===== config.mk =====
export PLATFORM = sky130hd
export DESIGN_NAME = wdsup_watchdog
export DESIGN_NICKNAME = d
export VERILOG_FILES = /design/src/rtl/wdsup_pkg.sv /design/src/rtl/wdsup_period_dec.sv /design/src/rtl/wdsup_tick_counter.sv /design/src/rtl/wdsup_watchdog.sv
export SDC_FILE = /design/constraint.sdc
export NUM_CORES = 1
export LEC_CHECK = 0
export BUFFER_PORTS_ARGS = -buffer_cell sky130_fd_sc_hd__buf_2
export CORE_MARGIN = 4
export CORE_UTILIZATION = 45
export DETAILED_ROUTE_END_ITERATION = 10
export PLACE_DENSITY = 0.63
export REMOVE_ABC_BUFFERS = 1
export SLEW_MARGIN = 20
export SYNTH_ARGS = -nofsm -noshare
export SYNTH_HDL_FRONTEND = slang
export SYNTH_SLANG_ARGS = --single-unit

===== constraint.sdc =====
create_clock -name clk -period 6 [get_ports clk]
set_input_delay 1.5 -clock clk [delete_from_list [all_inputs] [get_ports clk]]
set_output_delay 1.5 -clock clk [all_outputs]
set_load 0.005 [all_outputs]

===== src/rtl/wdsup_pkg.sv =====
package wdsup_pkg;

    localparam int unsigned CODE_W    = 4;
    localparam int unsigned NUM_CODES = 10;

    typedef enum logic [2:0] {
        ST_STARTUP  = 3'd0,
        ST_WINDOW   = 3'd1,
        ST_TIMEOUT  = 3'd2,
        ST_OFF_PEND = 3'd3,
        ST_OFF      = 3'd4,
        ST_FAILSAFE = 3'd5
    } wd_state_t;

    localparam logic [1:0] MD_BAD     = 2'd0;
    localparam logic [1:0] MD_TIMEOUT = 2'd1;
    localparam logic [1:0] MD_WINDOW  = 2'd2;
    localparam logic [1:0] MD_OFF     = 2'd3;

endpackage


===== src/rtl/wdsup_period_dec.sv =====
module wdsup_period_dec
    import wdsup_pkg::*;
#(
    parameter int unsigned BASE_TICKS = 8,
    parameter int unsigned W          = 13
) (
    input  logic [CODE_W-1:0] code,
    output logic              legal,
    output logic [W-1:0]      ticks
);

    always_comb begin
        legal = (code != '0) && (code <= CODE_W'(NUM_CODES));
        ticks = legal ? (W'(BASE_TICKS) << (code - CODE_W'(1))) : '0;
    end

endmodule


===== src/rtl/wdsup_tick_counter.sv =====
module wdsup_tick_counter #(
    parameter int unsigned W = 8
) (
    input  logic         clk,
    input  logic         rst_n,
    input  logic         clear,
    input  logic         run,
    input  logic         tick,
    input  logic [W-1:0] limit,
    output logic [W-1:0] count,
    output logic         expire
);

    logic [W-1:0] cnt_q;

    assign expire = run && tick && (cnt_q == limit - W'(1));
    assign count  = cnt_q;

    always_ff @(posedge clk or negedge rst_n) begin
        if (!rst_n) begin
            cnt_q <= '0;
        end else if (clear) begin
            cnt_q <= '0;
        end else if (run && tick) begin
            cnt_q <= expire ? '0 : cnt_q + W'(1);
        end
    end

endmodule


===== src/rtl/wdsup_watchdog.sv =====
module wdsup_watchdog
    import wdsup_pkg::*;
#(
    parameter int unsigned BASE_TICKS = 8,
    parameter int unsigned INIT_TICKS = 64,
    parameter int unsigned ACK_TICKS  = 32
) (
    input  logic        clk,
    input  logic        rst_n,
    input  logic        tick,
    input  logic        osc_ok,
    input  logic        wake,
    input  logic        trig_valid,
    input  logic [3:0]  trig_code,
    input  logic [1:0]  trig_mode,
    input  logic        op_standby,
    input  logic        irq_en_set,
    input  logic        irq_ack,
    input  logic        cur_low,
    input  logic        cur_high,
    output logic        rst_req,
    output logic        wd_irq,
    output logic [2:0]  wd_state
);

    localparam int unsigned MAX_TICKS = BASE_TICKS << (NUM_CODES - 1);
    localparam int unsigned LIM_MAX   = (MAX_TICKS > INIT_TICKS) ? MAX_TICKS : INIT_TICKS;
    localparam int unsigned CNT_W     = $clog2(LIM_MAX + 1);
    localparam int unsigned ACK_W     = $clog2(ACK_TICKS + 1);

    wd_state_t         state_q, state_d;
    logic [CNT_W-1:0]  ticks_q, ticks_d;
    logic              rst_q, rst_d;
    logic              irq_q, ien_q;
    logic              irq_raise, irq_drop, ien_drop, fail_over;
    logic              wd_clear, wd_run, wd_expire, early;
    logic [CNT_W-1:0]  wd_cnt, trig_ticks;
    logic              trig_legal;
    logic [ACK_W-1:0]  ack_cnt;
    logic              ack_expire;

    wdsup_period_dec #(.BASE_TICKS(BASE_TICKS), .W(CNT_W)) i_dec (
        .code  (trig_code),
        .legal (trig_legal),
        .ticks (trig_ticks)
    );

    assign wd_run = (state_q != ST_OFF) && (state_q != ST_FAILSAFE);

    wdsup_tick_counter #(.W(CNT_W)) i_wd_cnt (
        .clk    (clk),
        .rst_n  (rst_n),
        .clear  (wd_clear),
        .run    (wd_run),
        .tick   (tick),
        .limit  (ticks_q),
        .count  (wd_cnt),
        .expire (wd_expire)
    );

    wdsup_tick_counter #(.W(ACK_W)) i_ack_cnt (
        .clk    (clk),
        .rst_n  (rst_n),
        .clear  (!irq_q),
        .run    (irq_q),
        .tick   (tick),
        .limit  (ACK_W'(ACK_TICKS)),
        .count  (ack_cnt),
        .expire (ack_expire)
    );

    assign early = wd_cnt < (ticks_q >> 1);

    // Next-state and event resolution
    always_comb begin
        state_d   = state_q;
        ticks_d   = ticks_q;
        rst_d     = 1'b0;
        wd_clear  = 1'b0;
        irq_raise = 1'b0;
        irq_drop  = irq_ack;
        ien_drop  = 1'b0;
        fail_over = 1'b0;
        if (!osc_ok) begin
            state_d  = ST_FAILSAFE;
            wd_clear = 1'b1;
            irq_drop = 1'b1;
            ien_drop = 1'b1;
        end else begin
            unique case (state_q)
                ST_FAILSAFE: begin
                    if (wake) begin
                        state_d  = ST_STARTUP;
                        ticks_d  = CNT_W'(INIT_TICKS);
                        rst_d    = 1'b1;
                        wd_clear = 1'b1;
                    end
                end
                default: begin
                    if (ack_expire && !irq_ack) begin
                        fail_over = 1'b1;
                    end else if (trig_valid) begin
                        if (!trig_legal || trig_mode == MD_BAD ||
                            (state_q == ST_WINDOW && early)) begin
                            fail_over = 1'b1;
                        end else begin
                            wd_clear = 1'b1;
                            case (trig_mode)
                                MD_TIMEOUT: begin
                                    state_d = ST_TIMEOUT;
                                    ticks_d = trig_ticks;
                                end
                                MD_WINDOW: begin
                                    state_d = ST_WINDOW;
                                    ticks_d = trig_ticks;
                                end
                                default: begin
                                    state_d = ST_OFF_PEND;
                                    ticks_d = op_standby ? ticks_q : CNT_W'(MAX_TICKS);
                                end
                            endcase
                        end
                    end else if (wd_expire) begin
                        if (ien_q && state_q != ST_STARTUP) begin
                            irq_raise = 1'b1;
                            ien_drop  = 1'b1;
                        end else begin
                            fail_over = 1'b1;
                        end
                    end else if (state_q == ST_OFF_PEND && cur_low) begin
                        state_d  = ST_OFF;
                        wd_clear = 1'b1;
                    end else if (state_q == ST_OFF && cur_high) begin
                        state_d  = ST_OFF_PEND;
                        wd_clear = 1'b1;
                    end
                end
            endcase
            if (fail_over) begin
                state_d  = ST_STARTUP;
                ticks_d  = CNT_W'(INIT_TICKS);
                rst_d    = 1'b1;
                wd_clear = 1'b1;
                irq_drop = 1'b1;
                ien_drop = 1'b1;
            end
        end
    end

    // State register
    always_ff @(posedge clk or negedge rst_n) begin
        if (!rst_n) begin
            state_q <= ST_STARTUP;
            ticks_q <= CNT_W'(INIT_TICKS);
            rst_q   <= 1'b0;
            irq_q   <= 1'b0;
            ien_q   <= 1'b0;
        end else begin
            state_q <= state_d;
            ticks_q <= ticks_d;
            rst_q   <= rst_d;
            if (irq_raise)     irq_q <= 1'b1;
            else if (irq_drop) irq_q <= 1'b0;
            if (ien_drop)        ien_q <= 1'b0;
            else if (irq_en_set) ien_q <= 1'b1;
        end
    end

    // Outputs
    always_comb begin
        rst_req  = rst_q || (state_q == ST_FAILSAFE);
        wd_irq   = irq_q;
        wd_state = state_q;
    end

endmodule


Word level (Yosys, flattened, before mapping)
Index checks and enable logic that the tools add are counted.
{"block": "classes", "addsub": 4, "n_lt_le_gt_ge": 2, "eq_ne": 20, "n_shift": 1, "mux": 60, "n_reduce_logical": 26}
{"cell": "$mux W13", "n": 12}
{"cell": "$mux W1", "n": 34}
{"cell": "$mux W3", "n": 10}
{"cell": "$mux W6", "n": 3}
{"cell": "$add A13 B1 Y13 const B", "n": 1}
{"cell": "$eq A13 B13 Y1", "n": 1}
{"cell": "$lt A13 B12 Y1", "n": 1}
{"cell": "$shl A4 B4 Y13 const A", "n": 1}
{"cell": "$sub A13 B1 Y13 const B", "n": 1}
{"cell": "$logic_and A1 B1 Y1", "n": 11}
{"cell": "$ne A3 B3 Y1 const B", "n": 3}
{"cell": "$ne A4 B2 Y1 const B", "n": 2}
{"cell": "$add A6 B1 Y6 const B", "n": 1}
{"cell": "$eq A3 B3 Y1 const B", "n": 2}
{"cell": "$eq A6 B5 Y1 const B", "n": 1}
{"cell": "$ne A3 B1 Y1 const B", "n": 2}
{"cell": "$ne A6 B1 Y1 const B", "n": 1}
{"cell": "$reduce_and A6 Y1", "n": 1}
{"cell": "$reduce_bool A2 Y1", "n": 3}
{"cell": "$reduce_bool A3 Y1", "n": 2}
{"cell": "$ne A5 B3 Y1 const B", "n": 1}
{"cell": "$ne A5 B5 Y1 const B", "n": 1}
{"cell": "$reduce_and A5 Y1", "n": 1}
{"cell": "$le A4 B4 Y1 const B", "n": 1}
{"cell": "other kinds (13)", "n": 16}
{"block": "word_totals", "regBits": 38, "in_bits": 17, "wordCells": 120}

Logic depth before layout (Yosys ltp)
Gate-level depths: netlist of the first run.
{"block": "logic_depth", "ltp_word": 14, "mapped_depth": 11, "depth_no_buf": 9}

Cells and area by module
From an unflattened synthesis of the first run, not the netlist that was laid out.
{"block": "unflattened", "cells_unflattened": 389, "area_unflattened_um2": 3352.0}
{"mod": "wdsup_watchdog", "instances": 1, "cells_each": 153, "area_each_um2": 1411.4, "seq_area_each_um2": 476.7}
{"mod": "wdsup_tick_counter (i_wd_cnt)", "instances": 1, "cells_each": 150, "area_each_um2": 1275.0, "seq_area_each_um2": 325.3}
{"mod": "wdsup_tick_counter (i_ack_cnt)", "instances": 1, "cells_each": 64, "area_each_um2": 543.0, "seq_area_each_um2": 150.1}
{"mod": "wdsup_period_dec", "instances": 1, "cells_each": 22, "area_each_um2": 122.6, "seq_area_each_um2": 0.0}

Least setup slack after synthesis of the first run
No wires, ideal clock.
{"block": "synth_path", "kind": "input to register", "startpoint": "input trig_mode[0]", "endpoint": "register ticks_q[6]", "setup_time_ps": 82, "arrival_ps": 3081, "t_required_ps": 5918, "slack_ps": 2837, "path_stages": 9, "path_buffers": 1, "cell_sequence": "inv_1 > ha_1 > a2111oi_0 > o21ai_0 > nor2_1 > and4b_1 > a211oi_1 > buf_6 > mux2_4"}
{"block": "synth_between", "elab_chain_len": 10, "elab_cells_between_ends": 23, "classes_between": "eq/ne (6); mux (11); reduce/logical (6)"}
{"item": "from (decl)", "line": "wdsup_watchdog.sv:15", "text": "input logic [1:0] trig_mode,"}
{"item": "$logic_not A2 Y1", "line": "wdsup_watchdog.sv:103", "text": "if (!trig_legal || trig_mode == MD_BAD ||"}
{"item": "$logic_or A1 B1 Y1 (2 in series)", "line": "wdsup_watchdog.sv:103"}
{"item": "$mux W1", "line": "wdsup_watchdog.sv:103"}
{"item": "$mux W1", "line": "wdsup_watchdog.sv:102", "text": "end else if (trig_valid) begin"}
{"item": "$mux W1", "line": "wdsup_watchdog.sv:100", "text": "if (ack_expire && !irq_ack) begin"}
{"item": "$mux W1", "line": "wdsup_watchdog.sv:90", "text": "unique case (state_q)"}
{"item": "$mux W1", "line": "wdsup_watchdog.sv:84", "text": "if (!osc_ok) begin"}
{"item": "$ne A4 B2 Y1 (no source line), or another cell as far along"}
{"item": "$reduce_and A6 Y1 (no source line)"}
{"item": "to (signal assigned)", "line": "wdsup_watchdog.sv:154", "text": "ticks_q <= CNT_W'(INIT_TICKS);"}
{"item": "to (signal assigned)", "line": "wdsup_watchdog.sv:160", "text": "ticks_q <= ticks_d;"}
{"item": "to (decl)", "line": "wdsup_watchdog.sv:32", "text": "logic [CNT_W-1:0] ticks_q, ticks_d;"}
Parallel ways exist; a longest one is shown, timed or not. The select of a mux whose other input is x is not followed.
A chain may end at the register's enable or synchronous reset.

Worst setup path in the final report of the first run
{"block": "layout_path", "startpoint": "input tick", "endpoint": "register ticks_q[6]"}
{"block": "layout_between", "elab_chain_len": 9, "elab_cells_between_ends": 17, "classes_between": "eq/ne (4); mux (6); reduce/logical (7)"}
{"item": "from (decl)", "line": "wdsup_watchdog.sv:10", "text": "input logic tick,"}
{"item": "$logic_and A1 B1 Y1 (2 in series)", "line": "wdsup_tick_counter.sv:16", "text": "assign expire = run && tick && (cnt_q == limit - W'(1));"}
{"item": "$mux W1", "line": "wdsup_watchdog.sv:123", "text": "end else if (wd_expire) begin"}
{"item": "$mux W1", "line": "wdsup_watchdog.sv:102"}
{"item": "$mux W1", "line": "wdsup_watchdog.sv:100"}
{"item": "$mux W1", "line": "wdsup_watchdog.sv:90"}
{"item": "$mux W1", "line": "wdsup_watchdog.sv:84"}
{"item": "$ne A4 B2 Y1 (no source line), or another cell as far along"}
{"item": "$reduce_and A6 Y1 (no source line)"}
Parallel ways exist; a longest one is shown, timed or not. The select of a mux whose other input is x is not followed.

==> metrics.md, run 1 <==
| Metric | Value |
|---|---|
| Global route overflow | 0 |
| Setup tns final | 0 ps |
| Nets@finish | 363 |
| Post-CTS Resized | 0 |
| Top FF cell, synth | dfrtp_1 |
| Max incr delay on CP | approximately 860 ps |
| Max Buffers Root-to-Sink | 2 |
| Syn-to-layout area delta | 9.21% |
| Total GRT Usage | a little under a fifth |
| Wirelength, routed | between 6000 and 7000 µm |
| Skew-Pair Late Insertion Delay | 290 ps |
| CP Data Required Time | 6210 ps |
| Crit path DAT | 3800 ps |
| Sequential area share after synthesis | 30.9% |
| First-pass GRT wire length | about 11,000 µm |
| Port Buf Inserts | 21 |
| Number of diodes | 0 |
| Design Area, Final | 3100 µm² |
| Min cycle time layout | 3580 ps |
| Die Span Y | 87.4 µm |
| CP Buf/Inv Count | 1 |
| DIE WIDTH | between 80 and 90 µm |
| Synth top cells by count | dfrtp_1, nand3_1, nand2_1 |
| Die ar. | 7640 µm² |
| Status | finished, final reports clean |
| # H-tree levels | 2 |
| CP max stage cell | a211oi_2 |
| Area share of the largest cell type after synthesis | between 20% and 30% |
| Starting density of the core | 47.1% |
| Synth Warn # | 0 |
| Nature of the critical path endpoint | flip-flop |
| CTS tree | yes |
| DR WL/cell | ~16 µm |
| Clk slew on worst S/H paths | ~80 ps |
| Area leader, netlist | dfrtp_1 |
| Hold Fails Final Rpt | 0 |
| Post-CTS Setup Bufs | 0 |
| Worst slew margin | a little under a third |
| Ports | 22 |
| Clock sink count | 35 |
| WS Path Type | primary input to flip-flop |
| Worst-margin pin slew | approximately 1000 ps |
| Tcrit/Tclk final | 59.7% |
| Top-count cell post-synth | dfrtp_1 |
| VDD IR-drop max | about 0.16 mV |
| Drt drc | 0 |
| Final slew viol count | 0 |
| DP HPWL | a little over 5000 µm |
| Distinct cells, synth | 62 |
| Placer Congestion | 0.992 |
| Register bit total from synthesis | 35 |
| Share of layout cells above drive strength 1 | roughly 17% |
| Largest net degree at the start of global routing | 36 |
| Number of global-route vias before repair | around 2,200 |
| Vias per std cell | between 5 and 6 |
| Fill cell count | 566 |
| Initial DRC count | between 100 and 150 |
| Mapped Area | roughly 2800 µm² |
| Initial antenna violation count | 0 |
| Post-route ant nets | 0 |
| Leakage power | ~1.3 nW |
| Place WS | 2090 ps |
| Hold buffers post-CTS | 0 |
| Hold slack | roughly 560 ps |
| # rows | 28 |
| TritonCTS buffer count | 5 |
| Clock Root Buffer | clkbuf_8 |
| Startpoint class of the critical path | primary input |
| Cell count after synthesis | about 310 |
| PwrDens | between 200 and 250 nW/µm² |
| Total number of vias | 2,364 |
| Asr flop ratio synth | between 90% and 100% |
| Final Worst Setup Slack | between 2000 and 2500 ps |
| DR pass1 iterations | 4 |
| Cell Area, Placed | 2980 µm² |
| Max frequency | 0.279 GHz |
| Top cells by area, synth | dfrtp_1, ha_1, nand3_1 |
| Pwr Total | 0.696 mW |
| Max-cap viol count | 0 |
| Unrepaired setup endpoints after global routing | false |
| Critical-path cell list | buf_2 -> nand4_1 -> a2111oi_2 -> o2111a_2 -> nand3_2 -> a211oi_2 -> mux2_4 |
| Area of the core | 6030 µm² |
| Max Clock Skew | between 8 and 9 ps |
| Mapped Avg Cell Area | 9.13 µm² |
| Worst min path class | flip-flop to flip-flop |
| Crit path max fanout | 12 |
| Final-report setup violation count | 0 |
| CP top delay family | compound AO/OA/AOI/OAI gates |
| Number of flops mapped to enable cells by yosys | 0 |
## logic make-up (layout without fill, tap and decap cells)
logic type	Yosys count	in the layout	synth area share (%)
compound gates	51	51	13.6
xor+xnor	24	24	7.89
fa+ha+maj	16	16	7.05
buf+inv	25	45	4.19
flops	35	35	30.9
mux	11	11	4.05
simple gates	149	149	32.3
## worst min-delay path, cell delays in order, from the launching register on
cell and delay (ps):
dfrtp_1 400, nand2_1 70, a211oi_1 60
## metal layers
metal	track usage, %	wire [µm]	up-vias
met1	25.1	3100	1108
met5	0	0	-
met3	2.93	238	9
met2	29.7	3090	51
met4	5.86	128	0
li1	-	-	1196
## placed cells by master, fill, tap and decap left out, types with 2 or more instances in the layout
cell       Yosys  final
or2_2          2      2
nor2_1        17     17
and4_1         4      4
nor3_1        14     14
o21ai_0       10     10
o2111ai_1      2      2
a21o_1         2      2
o21a_1         2      2
nand3_1       24     24
nor2b_1        9      9
a211oi_1       3      2
inv_1         16     16
clkbuf_8       0      5
buf_2          2     21
and3_1         8      8
a21boi_0       2      2
nand2_1       20     20
dfrtp_1       34     34
o311ai_2       2      2
o211ai_1       2      2
ha_1          16     16
mux2i_1       10     10
nor3_2        10     10
nand2b_1       6      6
nand4b_1       2      2
and4b_1        3      3
nor4_1         2      2
xor2_1        11     11
and2_1         6      6
xnor2_1       12     12
nand4_1        9      9
a21oi_1       12     12
o311ai_0       2      2
## through the flow
step | util, % | cells
after global placement | 49.5 | 398
after floorplan | - | 302
after global routing | 51.5 | 406
final | 51.5 | 406
after CTS | 51.5 | 406
after detailed placement | 49.5 | 398
## flip-flops by register name, indices dropped and copies added (netlist names)
register and cells:
i_wd_cnt.count 13, ticks_q 10, i_ack_cnt.count 6, wd_state 3
ien_q 1, rst_q 1, wd_irq 1
## final cells by class
type	instances	area [µm²]	area share (%)
flip-flops and latches	35	877	28.3
clock inverters	3	47.5	1.53
multi-input cells	251	1850	59.6
inverters	16	60.1	1.94
well taps	75	93.8	3.03
clock buffers	5	68.8	2.22
repair buffers	21	105	3.39
## final timing paths
path	from	to	slack (ps)	cells past startpoint
worst max-delay path	tick	ticks_q[6]$_DFFE_PN1P_	2420	7
worst min-delay path	i_wd_cnt.count[1]$_DFFE_PN0P_	i_wd_cnt.count[1]$_DFFE_PN0P_	560	2
worst max register to register	ticks_q[3]$_DFFE_PN0P_	ticks_q[6]$_DFFE_PN1P_	2590	9
worst min register to register	i_wd_cnt.count[1]$_DFFE_PN0P_	i_wd_cnt.count[1]$_DFFE_PN0P_	560	2
max in group asynchronous	rst_n	ticks_q[4]$_DFFE_PN0P_	4190	1
min in group asynchronous	rst_n	i_ack_cnt.count[1]$_DFFE_PN0P_	1300	1
## where the power goes
| part | internal, mW | switching, mW | total [mW] |
|---|---|---|---|
| combinational | 0.0875 | 0.120 | 0.208 |
| clock | 0.126 | 0.0910 | 0.217 |
| sequential | 0.250 | 0.0212 | 0.271 |
(Power assumes the default switching activity.)
==> run 2: changes to the inputs <==
--- a/config.mk
+++ b/config.mk
@@ -9,7 +9,7 @@
 export CORE_MARGIN = 4
 export CORE_UTILIZATION = 45
 export DETAILED_ROUTE_END_ITERATION = 10
-export PLACE_DENSITY = 0.63
+export PLACE_DENSITY = 0.65
 export REMOVE_ABC_BUFFERS = 1
 export SLEW_MARGIN = 20
 export SYNTH_ARGS = -nofsm -noshare
==> constraint.sdc (replaced) <==
create_clock -name clk -period 2.9 [get_ports clk]
set_input_delay 0.725 -clock clk [delete_from_list [all_inputs] [get_ports clk]]
set_output_delay 0.725 -clock clk [all_outputs]
set_load 0.005 [all_outputs]
==> metrics.md, run 2 (synthesis results as in run 1) <==
| Metric | Value |
|---|---|
| VDD IR-drop max | around 0.23 mV |
| First-pass GRT wire length | 12,200 µm |
| Total number of vias | 2,519 |
| Max-cap viol count | 0 |
| Syn-to-layout area delta | 18.1% |
| Worst slew margin | 46.5% |
| Die ar. | roughly 7600 µm² |
| Final slew viol count | 0 |
| Max Clock Skew | approximately 11 ps |
| Leakage power | 1.48 nW |
| Worst min path class | primary input to async pin |
| Design Area, Final | roughly 3400 µm² |
| Cell Area, Placed | roughly 3200 µm² |
| # H-tree levels | 2 |
| Critical-path cell list | buf_4 -> nor4_4 -> nand4b_1 -> a2111oi_2 -> o2111a_2 -> nand3_2 -> a211oi_4 -> buf_12 -> mux2_4 |
| Max incr delay on CP | 400 ps |
| Clk slew on worst S/H paths | 80 ps |
| Fill cell count | roughly 570 |
| Hold buffers post-CTS | 0 |
| Non-filler cells, final | between 400 and 500 |
| Max frequency | ~0.37 GHz |
| Initial antenna violation count | 0 |
| PwrDens | ~450 nW/µm² |
| Most frequent cells in the layout | dfrtp_1, buf_4, nand3_1, buf_2, nand2_1 |
| Comb power frac | between 30 and 40% |
| Max Buffers Root-to-Sink | 2 |
| Startpoint class of the critical path | flip-flop |
| GR met2 Demand/Resource | a little under a third |
| Tcrit/Tclk final | a little over nine tenths |
| Placed cell count | 426 |
| Switching power | 0.505 mW |
| DP HPWL | about 5500 µm |
| DR pass1 iterations | 4 |
| Worst-margin pin slew | 802 ps |
| Max reg flops | 13 |
| Unrepaired setup endpoints after global routing | false |
| TritonCTS buffer count | 5 |
| Ports | 22 |
| Nets@finish | between 300 and 400 |
| Die Span Y | 87.4 µm |
| Status | finished, final reports clean |
| Clock Root Buffer | clkbuf_8 |
| CP Data Required Time | between 3000 and 4000 ps |
| Commonest non-fill, non-tap cell in the layout | dfrtp_1 |
| Initial DRC count | 127 |
| WS Path Type | flip-flop to flip-flop |
| Area of the core | around 6000 µm² |
| Vias per std cell | 5.78 |
| Drt drc | 0 |
| Post-route ant nets | 0 |
| Placer Congestion | between 0.9 and 1 |
| Total GRT Usage | 19.9% |
| Port Buf Inserts | 21 |
| Global route overflow | 0 |
| Clock sink count | 35 |
| DIE WIDTH | 87.4 µm |
| Nature of the critical path endpoint | flip-flop |
| M3 GR Usage | around 2.7% |
| Power Internal | roughly 1.0 mW |
| Starting density of the core | 47.1% |
| Sequential share of power | 36.0% |
| Share of layout cells above drive strength 1 | about a quarter |
| Final-report setup violation count | 0 |
| Switching Fraction | between 30% and 40% |
| Skew-Pair Late Insertion Delay | 290 ps |
| Hold Fails Final Rpt | 0 |
| GR peak layer | met2 |
| DR WL/cell | between 15 and 20 µm |
| Largest net degree at the start of global routing | 36 |
| Clock Power Share | 30.0% |
| # rows | 28 |
| Wirelength, routed | between 6000 and 7000 µm |
| GR Util met1 | 26.7% |
| CTS tree | yes |
| CP max stage cell | a2111oi_2 |
| Number of global-route vias before repair | around 2,500 |
| Crit path DAT | ~3000 ps |
| Min cycle time layout | about 2700 ps |
| Number of diodes | 0 |
| Crit path max fanout | 10 |
[run 2: cell types whose count changed in the layout (fill, tap and decap cells not counted)]
cell / delta
nor3_2: +1
a211oi_4: +1
nor3_1: -1
buf_4: +29
a211oi_2: -1
dfrtp_2: +1
buf_12: +1
dfrtp_1: -1
[run 2: worst max-delay path: cells and delay by family, from the launching register on]
kind                   cells  cell delay (ps)
AO/OA/AOI/OAI              3              980
multiplexers               1              300
flip-flops                 1              390
AND/OR/NAND/NOR            3              640
buffers and inverters      2              350
[run 2: final timing paths]
check	start	slack, ps	to	depth (start not counted)
max reg2reg	ticks_q[9]$_DFFE_PN0P_	160	ticks_q[6]$_DFFE_PN1P_	9
min reg2reg	i_wd_cnt.count[1]$_DFFE_PN0P_	570	i_wd_cnt.count[1]$_DFFE_PN0P_	2
min	rst_n	520	wd_state[2]$_DFFE_PN0P_	1
min in group clk	i_wd_cnt.count[1]$_DFFE_PN0P_	570	i_wd_cnt.count[1]$_DFFE_PN0P_	2
max	ticks_q[9]$_DFFE_PN0P_	160	ticks_q[6]$_DFFE_PN1P_	9
max in group asynchronous	rst_n	1830	ticks_q[10]$_DFFE_PN0P_	1
[run 2: per-stage QoR]
| stage | setup TNS (ps) | power (mW) | setup WS (ps) | utilization, % | hold WS [ps] |
|---|---|---|---|---|---|
| floorplan | -3190 | 0.875 | -392 | - | 429 |
| global placement | -8.97 | 1.05 | -8.97 | 53.2 | 551 |
| detailed placement | -92.7 | 1.05 | -49.7 | 53.2 | 561 |
| CTS | 0 | 1.51 | 87.4 | 55.1 | 533 |
| global route | 0 | 1.59 | 8.45 | 55.6 | 577 |
| finish | 0 | 1.51 | 165 | 55.6 | 516 |
[run 2: area by class of cell]
cell class | count | area [µm²] | area share, %
clock inverter | 3 | 47.5 | 1.42
timing repair buffer | 51 | 343 | 10.2
multi-input combinational | 251 | 1860 | 55.5
clock buffer | 5 | 68.8 | 2.05
inverter | 16 | 60.1 | 1.79
tap | 75 | 93.8 | 2.80
sequential | 35 | 878 | 26.2
[run 2: what timing repair did]
item	CTS	global route
gates resized for setup	0	3
setup buffers	0	2
setup endpoints to repair	0	20
hold endpoints to repair	0	0
[run 2: per-layer routing]
metal / vias up / wire length, µm
met3: 21 / 254
met5: - / 0
met4: 0 / 251
met2: 75 / 3150
met1: 1178 / 3320
li1: 1245 / -
[run 2: power by group through the flow]
stage | Combinational (mW) | Sequential [mW] | Clock (mW)
after floorplan | 0.318 | 0.557 | 0
after global placement | 0.493 | 0.553 | 0
after detailed placement | 0.498 | 0.553 | 0
after CTS | 0.502 | 0.543 | 0.466
after global routing | 0.561 | 0.547 | 0.484
final | 0.513 | 0.543 | 0.452
==> run 3: changes to the inputs <==
--- a/config.mk
+++ b/config.mk
@@ -6,10 +6,12 @@
 export NUM_CORES = 1
 export LEC_CHECK = 0
 export BUFFER_PORTS_ARGS = -buffer_cell sky130_fd_sc_hd__buf_2
+export CELL_PAD_IN_SITES_DETAIL_PLACEMENT = 1
+export CELL_PAD_IN_SITES_GLOBAL_PLACEMENT = 2
 export CORE_MARGIN = 4
-export CORE_UTILIZATION = 45
+export CORE_UTILIZATION = 34
 export DETAILED_ROUTE_END_ITERATION = 10
-export PLACE_DENSITY = 0.65
+export PLACE_DENSITY = 0.76
 export REMOVE_ABC_BUFFERS = 1
 export SLEW_MARGIN = 20
 export SYNTH_ARGS = -nofsm -noshare
==> metrics.md, run 3 (synthesis results as in run 1) <==
| Metric | Value |
|---|---|
| Clk slew on worst S/H paths | around 80 ps |
| Ports | 22 |
| Commonest non-fill, non-tap cell in the layout | buf_4 |
| Clock Root Buffer | clkbuf_8 |
| Non-filler cells, final | about 470 |
| TritonCTS buffer count | 5 |
| Design Area, Final | ~3400 µm² |
| Reg2reg start | ticks_q[4]$_DFFE_PN0P_ |
| Worst slew margin | around a third |
| Die ar. | between 9000 and 10,000 µm² |
| Crit path DAT | 2960 ps |
| Startpoint class of the critical path | flip-flop |
| Cell Area, Placed | 3290 µm² |
| Clock sink count | 35 |
| Reg-to-Reg End | wd_state[0]$_DFFE_PN0P_ |
| Global route overflow | 0 |
| Hold slack | roughly 540 ps |
| CP Data Required Time | roughly 3100 ps |
| Largest net degree at the start of global routing | 36 |
| CP Launch Point | ticks_q[4]$_DFFE_PN0P_ |
| # rows | 33 |
| PwrDens | roughly 450 nW/µm² |
| Post-route ant nets | 0 |
| Final slew viol count | 0 |
| Status | finished, final reports clean |
| VDD IR-drop max | 0.272 mV |
| Worst min path class | primary input to async pin |
| Final Worst Setup Slack | 111 ps |
| Starting density of the core | between 30% and 40% |
| # H-tree levels | 2 |
| Initial DRC count | between 50 and 60 |
| Post-CTS Setup Bufs | 0 |
| Final-report setup violation count | 0 |
| DP HPWL | about 6800 µm |
| Drt drc | 0 |
| Placer Congestion | slightly above 0.9 |
| Nets@finish | ~400 |
| R2R cell count | 11 |
| Placed cell count | roughly 460 |
| Max Clock Skew | 8.73 ps |
| Post-CTS Resized | 0 |
| Min cycle time layout | about 2800 ps |
| Nature of the critical path endpoint | flip-flop |
| Max-cap viol count | 0 |
| Pwr Total | 1.54 mW |
| Place WS | -107 ps |
| Total number of vias | 2,595 |
| Max reg flops | 13 |
| Tcrit/Tclk final | between 90% and 100% |
| DR pass1 iterations | 4 |
| Hold buffers post-CTS | 0 |
| Unrepaired setup endpoints after global routing | true |
| Syn-to-layout area delta | 20.4% |
| Core Util, Final | a little over two fifths |
| CTS tree | yes |
| Max frequency | 0.359 GHz |
| Share of layout cells above drive strength 1 | between 20% and 30% |
| Worst-margin pin slew | between 1000 and 1500 ps |
| Skew-Pair Late Insertion Delay | 290 ps |
| Leakage power | 1.51 nW |
| Vias per std cell | about 5.5 |
| Wirelength, routed | 8570 µm |
| R2r setup slk | between 100 and 150 ps |
| Number of global-route vias before repair | ~2,900 |
| DR WL/cell | 18.2 µm |
| First-pass GRT wire length | 14,400 µm |
| Initial antenna violation count | 0 |
| Total GRT Usage | between 10% and 20% |
| Port Buf Inserts | 21 |
| Crit path max fanout | 4 |
| Die Span Y | between 90 and 100 µm |
| Area of the core | between 8000 and 9000 µm² |
| DIE WIDTH | between 90 and 100 µm |
| Setup tns final | 0 ps |
| Hold Fails Final Rpt | 0 |
| Number of diodes | 0 |
| Max Buffers Root-to-Sink | 2 |
| WS Path Type | flip-flop to flip-flop |
| Most frequent cells in the layout | buf_4, dfrtp_1, nand3_1, buf_2, nand2_1 |
==> run 3: layout make-up <==
class                      count  area (µm²)
clock buffer                   5        68.8
clock inverter                 3        43.8
fill                         995        4760
inverter                      16        60.1
multi-input combinational    251        1860
sequential                    35         877
tap                          105         131
timing repair buffer          57         375
==> run 3: worst max-delay path, stage by stage, from the launching register on <==
cell,delay [ps]
dfrtp_1,380
inv_1,130
ha_2,250
o21ba_2,190
o311ai_2,250
o41ai_1,120
buf_4,160
o31ai_2,340
buf_4,200
nor3_1,50
or2_1,260
a311o_1,350
==> run 3: power breakdown <==
part	switching, mW	internal, mW	total (mW)
sequential	0.0302	0.517	0.547
combinational	0.304	0.230	0.534
clock	0.200	0.256	0.456
total	0.534	1.00	1.54
==> run 3: layer usage <==
metal	up-vias	global-route usage, %	wire (µm)
li1	1255	-	-
met1	1292	23.1	3900
met2	39	32.6	4410
met3	9	2.31	191
met4	0	3.47	62
met5	-	0	0
==> run 3: worst max path at each step <==
stage,end,slack [ps]
4_1_cts,ticks_q[10]$_DFFE_PN0P_,70
2_1_floorplan,ticks_q[6]$_DFFE_PN1P_,-390
3_5_place_dp,i_wd_cnt.count[1]$_DFFE_PN0P_,-110
3_3_place_gp,i_wd_cnt.count[1]$_DFFE_PN0P_,1
6_report,wd_state[0]$_DFFE_PN0P_,110
5_1_grt,ticks_q[10]$_DFFE_PN0P_,-30
